--- src/rtl/drv_spi_slave_pkg.sv ---
package drv_spi_slave_pkg;
  typedef enum logic [1:0] {
    WD_OFF   = 2'd0,
    WD_LONG  = 2'd1,
    WD_MID   = 2'd2,
    WD_SHORT = 2'd3
  } wd_sel_e;

  localparam logic [1:0] CTRL_TAG = 2'b11;

  function automatic logic is_ctrl(input logic [1:0] tag);
    return tag == CTRL_TAG;
  endfunction
endpackage

--- src/rtl/spi_sync.sv ---
module spi_sync #(
  parameter int              W       = 3,
  parameter int              STAGES  = 2,
  parameter logic [W-1:0]    RST_VAL = '0
) (
  input  logic         clk,
  input  logic         rst_n,
  input  logic [W-1:0] async_i,
  output logic [W-1:0] lvl_o
);
  logic [STAGES-1:0][W-1:0] pipe_q;

  always_ff @(posedge clk or negedge rst_n) begin
    if (!rst_n) begin
      for (int s = 0; s < STAGES; s++) pipe_q[s] <= RST_VAL;
    end else begin
      pipe_q[0] <= async_i;
      for (int s = 1; s < STAGES; s++) pipe_q[s] <= pipe_q[s-1];
    end
  end

  assign lvl_o = pipe_q[STAGES-1];
endmodule

--- src/rtl/spi_frame_rx.sv ---
module spi_frame_rx #(
  parameter int PKT_BITS = 16,
  parameter int HDR_BITS = 8,
  parameter int CNT_W    = $clog2(PKT_BITS + 2)
) (
  input  logic                clk,
  input  logic                rst_n,
  input  logic                sel_act,
  input  logic                sel_start,
  input  logic                sel_end,
  input  logic                clk_rise,
  input  logic                din,
  output logic [CNT_W-1:0]    bit_cnt,
  output logic [HDR_BITS-1:0] hdr_q,
  output logic                hdr_vld,
  output logic [PKT_BITS-1:0] pkt_q,
  output logic                pkt_vld
);
  localparam logic [CNT_W-1:0] CNT_MAX = CNT_W'(PKT_BITS + 1);
  localparam logic [CNT_W-1:0] CNT_PKT = CNT_W'(PKT_BITS);
  localparam logic [CNT_W-1:0] CNT_HDR = CNT_W'(HDR_BITS - 1);

  always_ff @(posedge clk or negedge rst_n) begin
    if (!rst_n) begin
      bit_cnt <= '0;
      pkt_q   <= '0;
      hdr_q   <= '0;
      hdr_vld <= 1'b0;
      pkt_vld <= 1'b0;
    end else begin
      hdr_vld <= 1'b0;
      pkt_vld <= 1'b0;
      if (sel_start) begin
        bit_cnt <= '0;
      end else if (sel_act && clk_rise) begin
        // saturate one past the packet length so overlong frames stay rejected
        if (bit_cnt != CNT_MAX) bit_cnt <= bit_cnt + 1'b1;
        if (bit_cnt < CNT_PKT) pkt_q <= {pkt_q[PKT_BITS-2:0], din};
        if (bit_cnt == CNT_HDR) begin
          hdr_q   <= {pkt_q[HDR_BITS-2:0], din};
          hdr_vld <= 1'b1;
        end
      end
      if (sel_end && bit_cnt == CNT_PKT) pkt_vld <= 1'b1;
    end
  end
endmodule

--- src/rtl/spi_somi_tx.sv ---
module spi_somi_tx #(
  parameter int W = 8
) (
  input  logic         clk,
  input  logic         rst_n,
  input  logic         stop,
  input  logic         load,
  input  logic [W-1:0] load_data,
  input  logic         shift,
  output logic         bit_o,
  output logic         oe_o
);
  logic [W-1:0] sh_q;

  always_ff @(posedge clk or negedge rst_n) begin
    if (!rst_n) begin
      sh_q <= '0;
      oe_o <= 1'b0;
    end else if (stop) begin
      oe_o <= 1'b0;
    end else if (load) begin
      sh_q <= load_data;
      oe_o <= 1'b1;
    end else if (shift && oe_o) begin
      sh_q <= {sh_q[W-2:0], 1'b0};
    end
  end

  assign bit_o = sh_q[W-1];
endmodule

--- src/rtl/spi_bus_wdog.sv ---
module spi_bus_wdog
  import drv_spi_slave_pkg::*;
#(
  parameter int LIM_LONG  = 50000,
  parameter int LIM_MID   = 5000,
  parameter int LIM_SHORT = 500,
  parameter int CW        = $clog2(LIM_LONG + 1)
) (
  input  logic       clk,
  input  logic       rst_n,
  input  logic [1:0] sel,
  input  logic       busy,
  output logic       expire
);
  logic [CW-1:0] cnt_q;
  logic [CW-1:0] lim;
  wd_sel_e       mode;

  assign mode = wd_sel_e'(sel);

  always_comb begin
    case (mode)
      WD_LONG:  lim = CW'(LIM_LONG);
      WD_MID:   lim = CW'(LIM_MID);
      WD_SHORT: lim = CW'(LIM_SHORT);
      default:  lim = '0;
    endcase
  end

  always_ff @(posedge clk or negedge rst_n) begin
    if (!rst_n) begin
      cnt_q  <= '0;
      expire <= 1'b0;
    end else begin
      expire <= 1'b0;
      if (mode == WD_OFF || busy) begin
        cnt_q <= '0;
      end else if (cnt_q < lim) begin
        cnt_q <= cnt_q + 1'b1;
        if (cnt_q == lim - 1'b1) expire <= 1'b1;
      end
    end
  end
endmodule

--- src/rtl/drv_spi_slave.sv ---
module drv_spi_slave
  import drv_spi_slave_pkg::*;
#(
  parameter int         DATA_W      = 8,
  parameter int         DAC_W       = 12,
  parameter int         DAC_AW      = 4,
  parameter int         SYNC_STAGES = 2,
  parameter int         WD_LONG     = 50000,
  parameter int         WD_MID      = 5000,
  parameter int         WD_SHORT    = 500,
  parameter logic [4:0] LOCK_OFF    = 5'h16,
  parameter logic [3:0] FOCUS_ADDR  = 4'h2
) (
  input  logic              clk,
  input  logic              rst_n,
  input  logic              ssz_n,
  input  logic              sclk,
  input  logic              simo,
  output logic              somi,
  output logic              somi_oe,
  output logic              somi_pd_en,
  input  logic              cfg_adv_rd,
  input  logic              cfg_stat_on_focus,
  input  logic              cfg_idle_pull,
  input  logic [1:0]        cfg_wd_sel,
  input  logic [DATA_W-1:0] status_i,
  output logic [6:0]        rd_addr,
  input  logic [DATA_W-1:0] rd_data,
  output logic              wr_valid,
  input  logic              wr_ready,
  output logic              wr_dac,
  output logic [6:0]        wr_addr,
  output logic [DAC_W-1:0]  wr_data
  ,output logic             wd_expire
);
  localparam int PKT_BITS = DAC_AW + DAC_W;
  localparam int HDR_BITS = PKT_BITS - DATA_W;
  localparam int CNT_W    = $clog2(PKT_BITS + 2);
  localparam logic [CNT_W-1:0] CNT_HDR = CNT_W'(HDR_BITS);

  // synchronized pins: [0] select, [1] serial clock, [2] data
  logic [2:0] lvl;
  logic [1:0] prev_q;
  logic       ssz_lvl, sel_act, sel_start, sel_end, sclk_rise, sclk_fall;

  spi_sync #(.W(3), .STAGES(SYNC_STAGES), .RST_VAL(3'b001)) u_sync (
    .clk(clk), .rst_n(rst_n), .async_i({simo, sclk, ssz_n}), .lvl_o(lvl)
  );

  always_ff @(posedge clk or negedge rst_n) begin
    if (!rst_n) prev_q <= 2'b01;
    else        prev_q <= lvl[1:0];
  end

  assign ssz_lvl   = lvl[0];
  assign sel_act   = ~ssz_lvl;
  assign sel_start = prev_q[0] & ~lvl[0];
  assign sel_end   = ~prev_q[0] & lvl[0];
  assign sclk_rise = ~prev_q[1] & lvl[1];
  assign sclk_fall = prev_q[1] & ~lvl[1];

  logic [CNT_W-1:0]    bit_cnt;
  logic [HDR_BITS-1:0] hdr_q;
  logic                hdr_vld;
  logic [PKT_BITS-1:0] pkt_q;
  logic                pkt_vld;

  spi_frame_rx #(.PKT_BITS(PKT_BITS), .HDR_BITS(HDR_BITS), .CNT_W(CNT_W)) u_rx (
    .clk(clk), .rst_n(rst_n), .sel_act(sel_act), .sel_start(sel_start),
    .sel_end(sel_end), .clk_rise(sclk_rise), .din(lvl[2]),
    .bit_cnt(bit_cnt), .hdr_q(hdr_q), .hdr_vld(hdr_vld),
    .pkt_q(pkt_q), .pkt_vld(pkt_vld)
  );

  // header decode for the return byte
  logic              unlock_q;
  logic              hdr_ctrl, hdr_rd, hdr_stat, tx_want;
  logic [4:0]        hdr_off;
  logic [DATA_W-1:0] tx_src;
  logic              tx_load, tx_shift;

  assign hdr_ctrl = is_ctrl(hdr_q[HDR_BITS-1 -: 2]);
  assign hdr_rd   = hdr_ctrl & hdr_q[5];
  assign hdr_off  = hdr_q[4:0];
  assign hdr_stat = ~hdr_ctrl & cfg_stat_on_focus & (hdr_q[HDR_BITS-1 -: DAC_AW] == FOCUS_ADDR);
  assign tx_want  = hdr_rd | hdr_stat;
  assign rd_addr  = {CTRL_TAG, hdr_off};

  always_comb begin
    if (!hdr_rd)                  tx_src = status_i;
    else if (hdr_off == LOCK_OFF) tx_src = {unlock_q, {(DATA_W-1){1'b0}}};
    else                          tx_src = rd_data;
  end

  assign tx_load  = tx_want & (cfg_adv_rd ? hdr_vld
                                          : (sel_act & sclk_fall & (bit_cnt == CNT_HDR)));
  assign tx_shift = sel_act & (cfg_adv_rd ? sclk_rise : (sclk_fall & (bit_cnt > CNT_HDR)));

  spi_somi_tx #(.W(DATA_W)) u_tx (
    .clk(clk), .rst_n(rst_n), .stop(~sel_act), .load(tx_load), .load_data(tx_src),
    .shift(tx_shift), .bit_o(somi), .oe_o(somi_oe)
  );

  assign somi_pd_en = cfg_idle_pull & ~somi_oe;

  // commit of accepted packets
  logic       pkt_ctrl, ctrl_wr, lock_hit, pending;
  logic [4:0] pkt_off;

  assign pkt_ctrl = is_ctrl(pkt_q[PKT_BITS-1 -: 2]);
  assign pkt_off  = pkt_q[12:8];
  assign ctrl_wr  = pkt_ctrl & ~pkt_q[13];
  assign lock_hit = ctrl_wr & (pkt_off == LOCK_OFF);
  assign pending  = wr_valid & ~wr_ready;

  always_ff @(posedge clk or negedge rst_n) begin
    if (!rst_n) begin
      unlock_q <= 1'b0;
      wr_valid <= 1'b0;
      wr_dac   <= 1'b0;
      wr_addr  <= '0;
      wr_data  <= '0;
    end else begin
      if (wr_valid && wr_ready) wr_valid <= 1'b0;
      if (pkt_vld) begin
        if (lock_hit) begin
          unlock_q <= pkt_q[DATA_W-1];
        end else if (unlock_q && (ctrl_wr || !pkt_ctrl) && !pending) begin
          wr_valid <= 1'b1;
          wr_dac   <= ~pkt_ctrl;
          wr_addr  <= pkt_ctrl ? {CTRL_TAG, pkt_off} : {3'b000, pkt_q[PKT_BITS-1 -: DAC_AW]};
          wr_data  <= pkt_ctrl ? DAC_W'(pkt_q[DATA_W-1:0]) : pkt_q[DAC_W-1:0];
        end
      end
    end
  end

  spi_bus_wdog #(.LIM_LONG(WD_LONG), .LIM_MID(WD_MID), .LIM_SHORT(WD_SHORT)) u_wd (
    .clk(clk), .rst_n(rst_n), .sel(cfg_wd_sel), .busy(sel_act), .expire(wd_expire)
  );
endmodule

--- config.mk ---
export PLATFORM = sky130hd
export DESIGN_NAME = drv_spi_slave
export DESIGN_NICKNAME = d
export VERILOG_FILES = /design/src/rtl/drv_spi_slave_pkg.sv /design/src/rtl/spi_sync.sv /design/src/rtl/spi_frame_rx.sv /design/src/rtl/spi_somi_tx.sv /design/src/rtl/spi_bus_wdog.sv /design/src/rtl/drv_spi_slave.sv
export SDC_FILE = /design/constraint.sdc
export NUM_CORES = 1
export LEC_CHECK = 0
export BUFFER_PORTS_ARGS = -buffer_cell sky130_fd_sc_hd__buf_4
export CORE_MARGIN = 2
export CORE_UTILIZATION = 53
export DETAILED_ROUTE_END_ITERATION = 8
export PLACE_DENSITY = 0.82
export REMOVE_ABC_BUFFERS = 1
export SYNTH_ARGS = -nofsm -noshare
export SYNTH_HDL_FRONTEND = slang
export SYNTH_HIERARCHICAL = 1
export SYNTH_SLANG_ARGS = --single-unit
--- constraint.sdc ---
create_clock -name clk -period 2.1 [get_ports clk]
set_input_delay 0.42 -clock clk [delete_from_list [all_inputs] [get_ports clk]]
set_output_delay 0.42 -clock clk [all_outputs]
set_load 0.01 [all_outputs]
-- Word-level counts from Yosys, hierarchy flattened
Cells that the tools add are included.
- bits in registers: 87
- input bits: 27
- output and inout port bits: 32
- word-level logic and storage cells: 113
- add/sub/neg operators: 3
- order comparisons: 3
- equality and inequality tests: 13
- muxes and demuxes: 27
- bitwise gates (word level): 28
- reduce and logical (&&, ||, !) cells: 22
- operators with widths (cell ; count):
    16-bit one-hot mux with 3 select lines ; 1
    16-bit 2-to-1 mux ; 2
    8-bit 2-to-1 mux ; 4
    16-bit by 1-bit adder with 16-bit output, second input constant ; 1
    1-bit AND ; 16
    16-bit == test ; 1
    16-bit less-than comparator ; 1
    16-bit by 1-bit subtractor with 16-bit output, second input constant ; 1
    5-bit == test, second input constant ; 3
    1-bit 2-to-1 mux ; 15
    5-bit 2-to-1 mux ; 3
    12-bit 2-to-1 mux ; 1
    1-bit inverter ; 11
    2-bit nonzero test ; 5
    3-bit AND reduction ; 3
    2-bit == test, second input constant ; 4
    7-bit 2-to-1 mux ; 1
    1-bit logical AND ; 6
    2-bit AND reduction ; 3
    5-bit by 1-bit adder with 5-bit output, second input constant ; 1
    5-bit by 3-bit == test with 1-bit output, second input constant ; 1
    5-bit by 4-bit == test with 1-bit output, second input constant ; 1
    5-bit by 4-bit > comparator with 1-bit output, second input constant ; 1
    5-bit less-than comparator, second input constant ; 1
    other kinds (7) ; 9

-- Depth between registers and ports, before layout
- depth after elaboration: 8
- depth in mapped cells: 13
- depth with buffers taken out: 11

-- Cells and area by module
Netlist, hierarchy kept.
- by module, submodules not included (module ; times used ; cells each ; area an instance (um^2) ; sequential area each (um^2)):
    spi_bus_wdog ; 1 ; 167 ; 1460.2 ; 425.4
    spi_frame_rx ; 1 ; 90 ; 1335.0 ; 775.7
    drv_spi_slave ; 1 ; 124 ; 1253.7 ; 576.8
    spi_somi_tx ; 1 ; 32 ; 474.2 ; 225.2
    spi_sync ; 1 ; 9 ; 175.2 ; 152.6

-- Least setup slack after synthesis
Ideal clock, no wire load.
- path kind: in2reg
- start: in cfg_wd_sel[0]
- end: reg u_wd.cnt_q[3]
- library setup time: 0.078 ns
- data arrival time: 2.670 ns
- required time: 2.022 ns
- setup slack: -0.648 ns
- stages on the path: 12
- buffers on the path: 1
- cell sequence: inv_1 ha_1 inv_1 ha_1 or2_2 ha_1 and4_1 o21ai_0 a31oi_1 buf_2 or4_1 a21oi_1
- cells in the longest elaborated chain, start to end: 4
- elaborated cells on any way between the ends: 9
- classes of those cells: 1 x order compare; 3 x eq/ne; 2 x mux; 3 x reduce/logical
- RTL lines (element ; line ; source):
    from (decl) ; drv_spi_slave.sv:25 ; input logic [1:0] cfg_wd_sel,
    2-bit == test or 2-bit by 1-bit == test with 1-bit output (tied branches) ; spi_bus_wdog.sv:22 ; case (mode)
    16-bit one-hot mux with 3 select lines ; spi_bus_wdog.sv:22 ;
    16-bit less-than comparator ; spi_bus_wdog.sv:38 ; end else if (cnt_q < lim) begin
    2-bit nonzero test (no source line) ; - ;
    to (signal assigned) ; spi_bus_wdog.sv:39 ; cnt_q <= cnt_q + 1'b1;
    to (decl) ; spi_bus_wdog.sv:15 ; logic [CW-1:0] cnt_q;
Parallel ways exist; a longest one is shown, timed or not.
A chain may end at the register's enable or synchronous reset.

-- Final worst setup path
- start: in cfg_wd_sel[0]
- end: reg u_wd.cnt_q[7]
The elaborated chain is that of the path after synthesis.

==> implementation parameters <==
Parameter                              Value

Drt
  First-pass iteration count of the detailed router ... 5
  Mean routed wirelength per cell ... 19.8 microns
  Number of nets with antenna violations after routing ... 0
  Met2 WL ... 6280 microns
  Final wirelength ... between 10000 and 15000 microns
  Number of vias per cell after detailed routing ... 6.13
  Detailed-route via count ... 3995
  Topmost layer with routed signal wires ... met4
  Met3 WL ... 961 microns
  Detailed-route wire length on metal 1 ... 5170 microns
  Iteration-0 DRC count of the detailed router ... 412
  Drc violations ... 0

Power and ir drop
  Total Power Consumption ... 3.48 mW
  Power per Cell Area ... 556 nW/um^2
  Maximum vdd drop ... 0.000430 V
  Standby leakage power ... 2.98 nW

Final layout
  Filler instances ... 546
  Area growth from synthesis to final layout ... 33.1%
  Number of antenna repair diodes ... 0
  Number of nets at the end of the flow ... 587
  Share of cells above drive strength 1 ... 46.5%

Clock tree
  CTS tree ... built
  Worst-case clock buffer depth ... 2
  Insertion delay of the later-clocked pin in the worst-skew pair ... 0.37 ns
  Clock tree root driver cell ... sky130_fd_sc_hd__clkbuf_8
  Number of clock sinks ... 86
  Clock buffers created by TritonCTS ... 9
  Reg clk slew, reported paths ... 0.09 ns
  H-tree levels ... 3

Synthesis
  Count of unique library cells instantiated by Yosys ... 66
  Synthesized area per cell ... ~11 sq um
  Yosys reg bits ... 86
  Number of enable-type register cells in the synthesized netlist ... 0
  Part of the Yosys area used for sequential elements ... a little under half
  Yosys Warn Count ... 6
  Netlist Area Pre-Place ... 4700 sq um
  Most used flip-flop cell after synthesis ... sky130_fd_sc_hd__dfrtp_1
  Gate count of the mapped netlist ... between 400 and 500
  Share of flip-flops with an asynchronous set or reset after synthesis ... 100%

Run status
  Violated checks ... setup timing
  Run status ... finished, violations left

Floorplan
  Initial core utilization ... 54.1%
  Die ar. ... 9630 sq um
  Die Ht ... 98.2 microns
  Total I/O pin count ... 59
  Horizontal die dimension ... 98.2 microns
  Core Box Area ... 8680 sq um
  Std cell rows ... 34

Global route
  Global-route wire length before repair ... 19700 microns
  Initial antenna violation count ... 0
  Global router's overall resource usage ... between 20% and 30%
  Number of global-route vias before repair ... 3994
  GRT Residual Overflow ... 0
  Pin count of the biggest net entering global routing ... 38

Timing
  Maximum clock rate ... 0.434 GHz
  Clock Skew ... around 0.013 ns
  Setup_tns ... -2.02 ns
  Fin Hold WS ... 0.160 ns
  Setup repair after global routing missed its margin ... true
  Minimum clock period ... between 2 and 2.5 ns
  Final setup violating endpoints ... 21
  Number of max-slew violations in the final report ... 0
  Final count of hold timing violations ... 0
  Share of the cycle needed by the critical path after routing ... 110%
  Setup slack after layout ... -0.206 ns

Placed design
  IO buf count ... 56
  Final RePlAce weighted congestion ... 0.902
  DP Wirelength ... roughly 7700 microns
  Place WS ... -0.835 ns

Worst setup path
  Arrival time reported for the critical path endpoint ... 2.60 ns
  CP startpoint kind ... input pin
  Ordered cell list for the critical path ... buf_12, clkinv_8, buf_8, ha_4, inv_4, ha_4, a211o_1, o21ai_4, buf_6, nand4_1, or4_1, nand2_1
  Reg-to-reg setup timing slack ... -0.02 ns
  Worst reg2reg path depth ... 9
  Largest fanout on the critical path ... 4
  CP Class ... input pin to flop
  Crit-path max cell delay ... ~0.46 ns
  Launch instance of the worst register-to-register path ... u_rx/bit_cnt[4]
  Beginning of the critical path ... cfg_wd_sel[0]
  Buf/Inv on CP ... 5
  Dominant delay contributor by cell family on the critical path ... simple AND/OR/NAND/NOR gates
  Critical path's slowest cell ... sky130_fd_sc_hd__or4_1
  Worst path most repeated cell ... sky130_fd_sc_hd__ha_4
  Endpoint of the lowest-slack register-to-register path ... u_tx/sh_q[5]
  Required time of the critical path ... between 2 and 2.5 ns
  Critical path capture point type ... flop

Worst hold path
  Hold Path End ... u_sync/pipe_q[2]
  Class of the most critical hold timing path ... input pin to flop
  Launch point of the worst hold path ... simo
  Cell count of the worst hold path ... 1

Flow run
  Max_cap viols ... 0
==> worst max-delay path by stage <==
| stage | slack [ns] | to | depth (start not counted) |
|---|---|---|---|
| after floorplan | -0.86 | u_wd/cnt_q[6] | 11 |
| after global placement | -0.72 | u_wd/cnt_q[3] | 13 |
| after detailed placement | -0.84 | u_wd/cnt_q[0] | 14 |
| after CTS | -0.17 | u_wd/cnt_q[9] | 13 |
| after global routing | -0.25 | u_wd/cnt_q[3] | 12 |
| final | -0.21 | u_wd/cnt_q[7] | 12 |
==> placed cells by master (no fill, tap or decap), types with 12 or more instances in the layout <==
master                    count
sky130_fd_sc_hd__nor2_1      20
sky130_fd_sc_hd__buf_4      109
sky130_fd_sc_hd__o21ai_0     19
sky130_fd_sc_hd__inv_1       14
sky130_fd_sc_hd__nand2_1     37
sky130_fd_sc_hd__dfrtp_1     83
sky130_fd_sc_hd__nand3_1     12
sky130_fd_sc_hd__mux2_4      26
sky130_fd_sc_hd__a21oi_1     15
sky130_fd_sc_hd__mux2_2      25
==> cells in the mapped netlist (5+ instances only) <==
cell / number / area, sq um
sky130_fd_sc_hd__nor2_1: 20 / 75.1
sky130_fd_sc_hd__mux2_4: 25 / 375
sky130_fd_sc_hd__and3_1: 9 / 56.3
sky130_fd_sc_hd__buf_4: 6 / 45.0
sky130_fd_sc_hd__mux2i_1: 5 / 50.1
sky130_fd_sc_hd__mux2_2: 26 / 293
sky130_fd_sc_hd__or4_1: 5 / 37.5
sky130_fd_sc_hd__ha_1: 21 / 263
sky130_fd_sc_hd__nand2_1: 37 / 139
sky130_fd_sc_hd__o21ai_0: 22 / 110
sky130_fd_sc_hd__nor4_1: 5 / 31.3
sky130_fd_sc_hd__inv_1: 20 / 75.1
sky130_fd_sc_hd__nand3_1: 14 / 70.1
sky130_fd_sc_hd__o31ai_1: 5 / 37.5
sky130_fd_sc_hd__buf_6: 5 / 56.3
sky130_fd_sc_hd__or3_1: 7 / 43.8
sky130_fd_sc_hd__dfrtp_1: 83 / 2080
sky130_fd_sc_hd__a21oi_1: 21 / 105
==> cell families (layout without fill, tap and decap cells) <==
kind of cell               count (synthesis)  in the layout  synth area share [%]
and+or+nand+nor                          140            141                  17.4
DFF                                       86             86                  45.9
AOI/OAI and AO/OA                         72             72                  9.69
muxes                                     56             56                  15.3
buffers and inverters                     40            160                  4.93
adders and majority gates                 21             21                  5.59
xor gates and xnor gates                   6              6                  1.12
other                                      1              2                0.0798
==> power by group <==
part | internal [mW] | switching (mW)
sequential | 1.73 | 0.0807
clock | 0.604 | 0.667
combinational | 0.202 | 0.193
==> per-stage QoR <==
stage          instances  utilization, %  instance area [sq um]
2_1_floorplan        403               -                   4550
3_3_place_gp         619            63.9                   5540
3_5_place_dp         619            63.9                   5540
4_1_cts              645            69.6                   6040
5_1_grt              652            72.0                   6250
6_report             652            72.0                   6250
==> registers in the layout, indices dropped and copies added (netlist names) <==
signal,flops
prev_q,2
u_rx/bit_cnt,5
u_rx/hdr_q,8
u_rx/hdr_vld,1
u_rx/pkt_q,16
u_rx/pkt_vld,1
u_sync/lvl_o,3
u_sync/pipe_q,3
u_tx/oe_o,1
u_tx/sh_q,8
u_wd/cnt_q,16
u_wd/expire,1
unlock_q,1
wr_addr,6
wr_dac,1
wr_data,12
wr_valid,1
==> area by class of cell <==
type | count | area, sq um | share of cell area, %
Tap cell | 108 | 135 | 2.16
Sequential cell | 86 | 2160 | 34.5
Inverter | 20 | 95.1 | 1.52
Clock inverter | 6 | 76.3 | 1.22
Timing Repair Buffer | 124 | 1030 | 16.5
Multi-Input combinational cell | 298 | 2620 | 41.9
Clock buffer | 10 | 138 | 2.20
==> per-layer routing <==
metal,vias to the layer above,GRT usage (%)
met1,1979,33.8
met4,0,9.59
met2,211,41.0
met5,-,0
li1,1741,-
met3,64,5.37
==> repair_timing <==
item                       in CTS  in global routing
hold endpoints to repair       28                  0
gates resized for setup        42                 38
hold buffers                    1                  0
setup buffers                   7                  8
setup endpoints to repair      22                 22
pin swaps                      18                 22
cloned                          2                  0
Note: power is estimated with default switching activity, not from simulation.
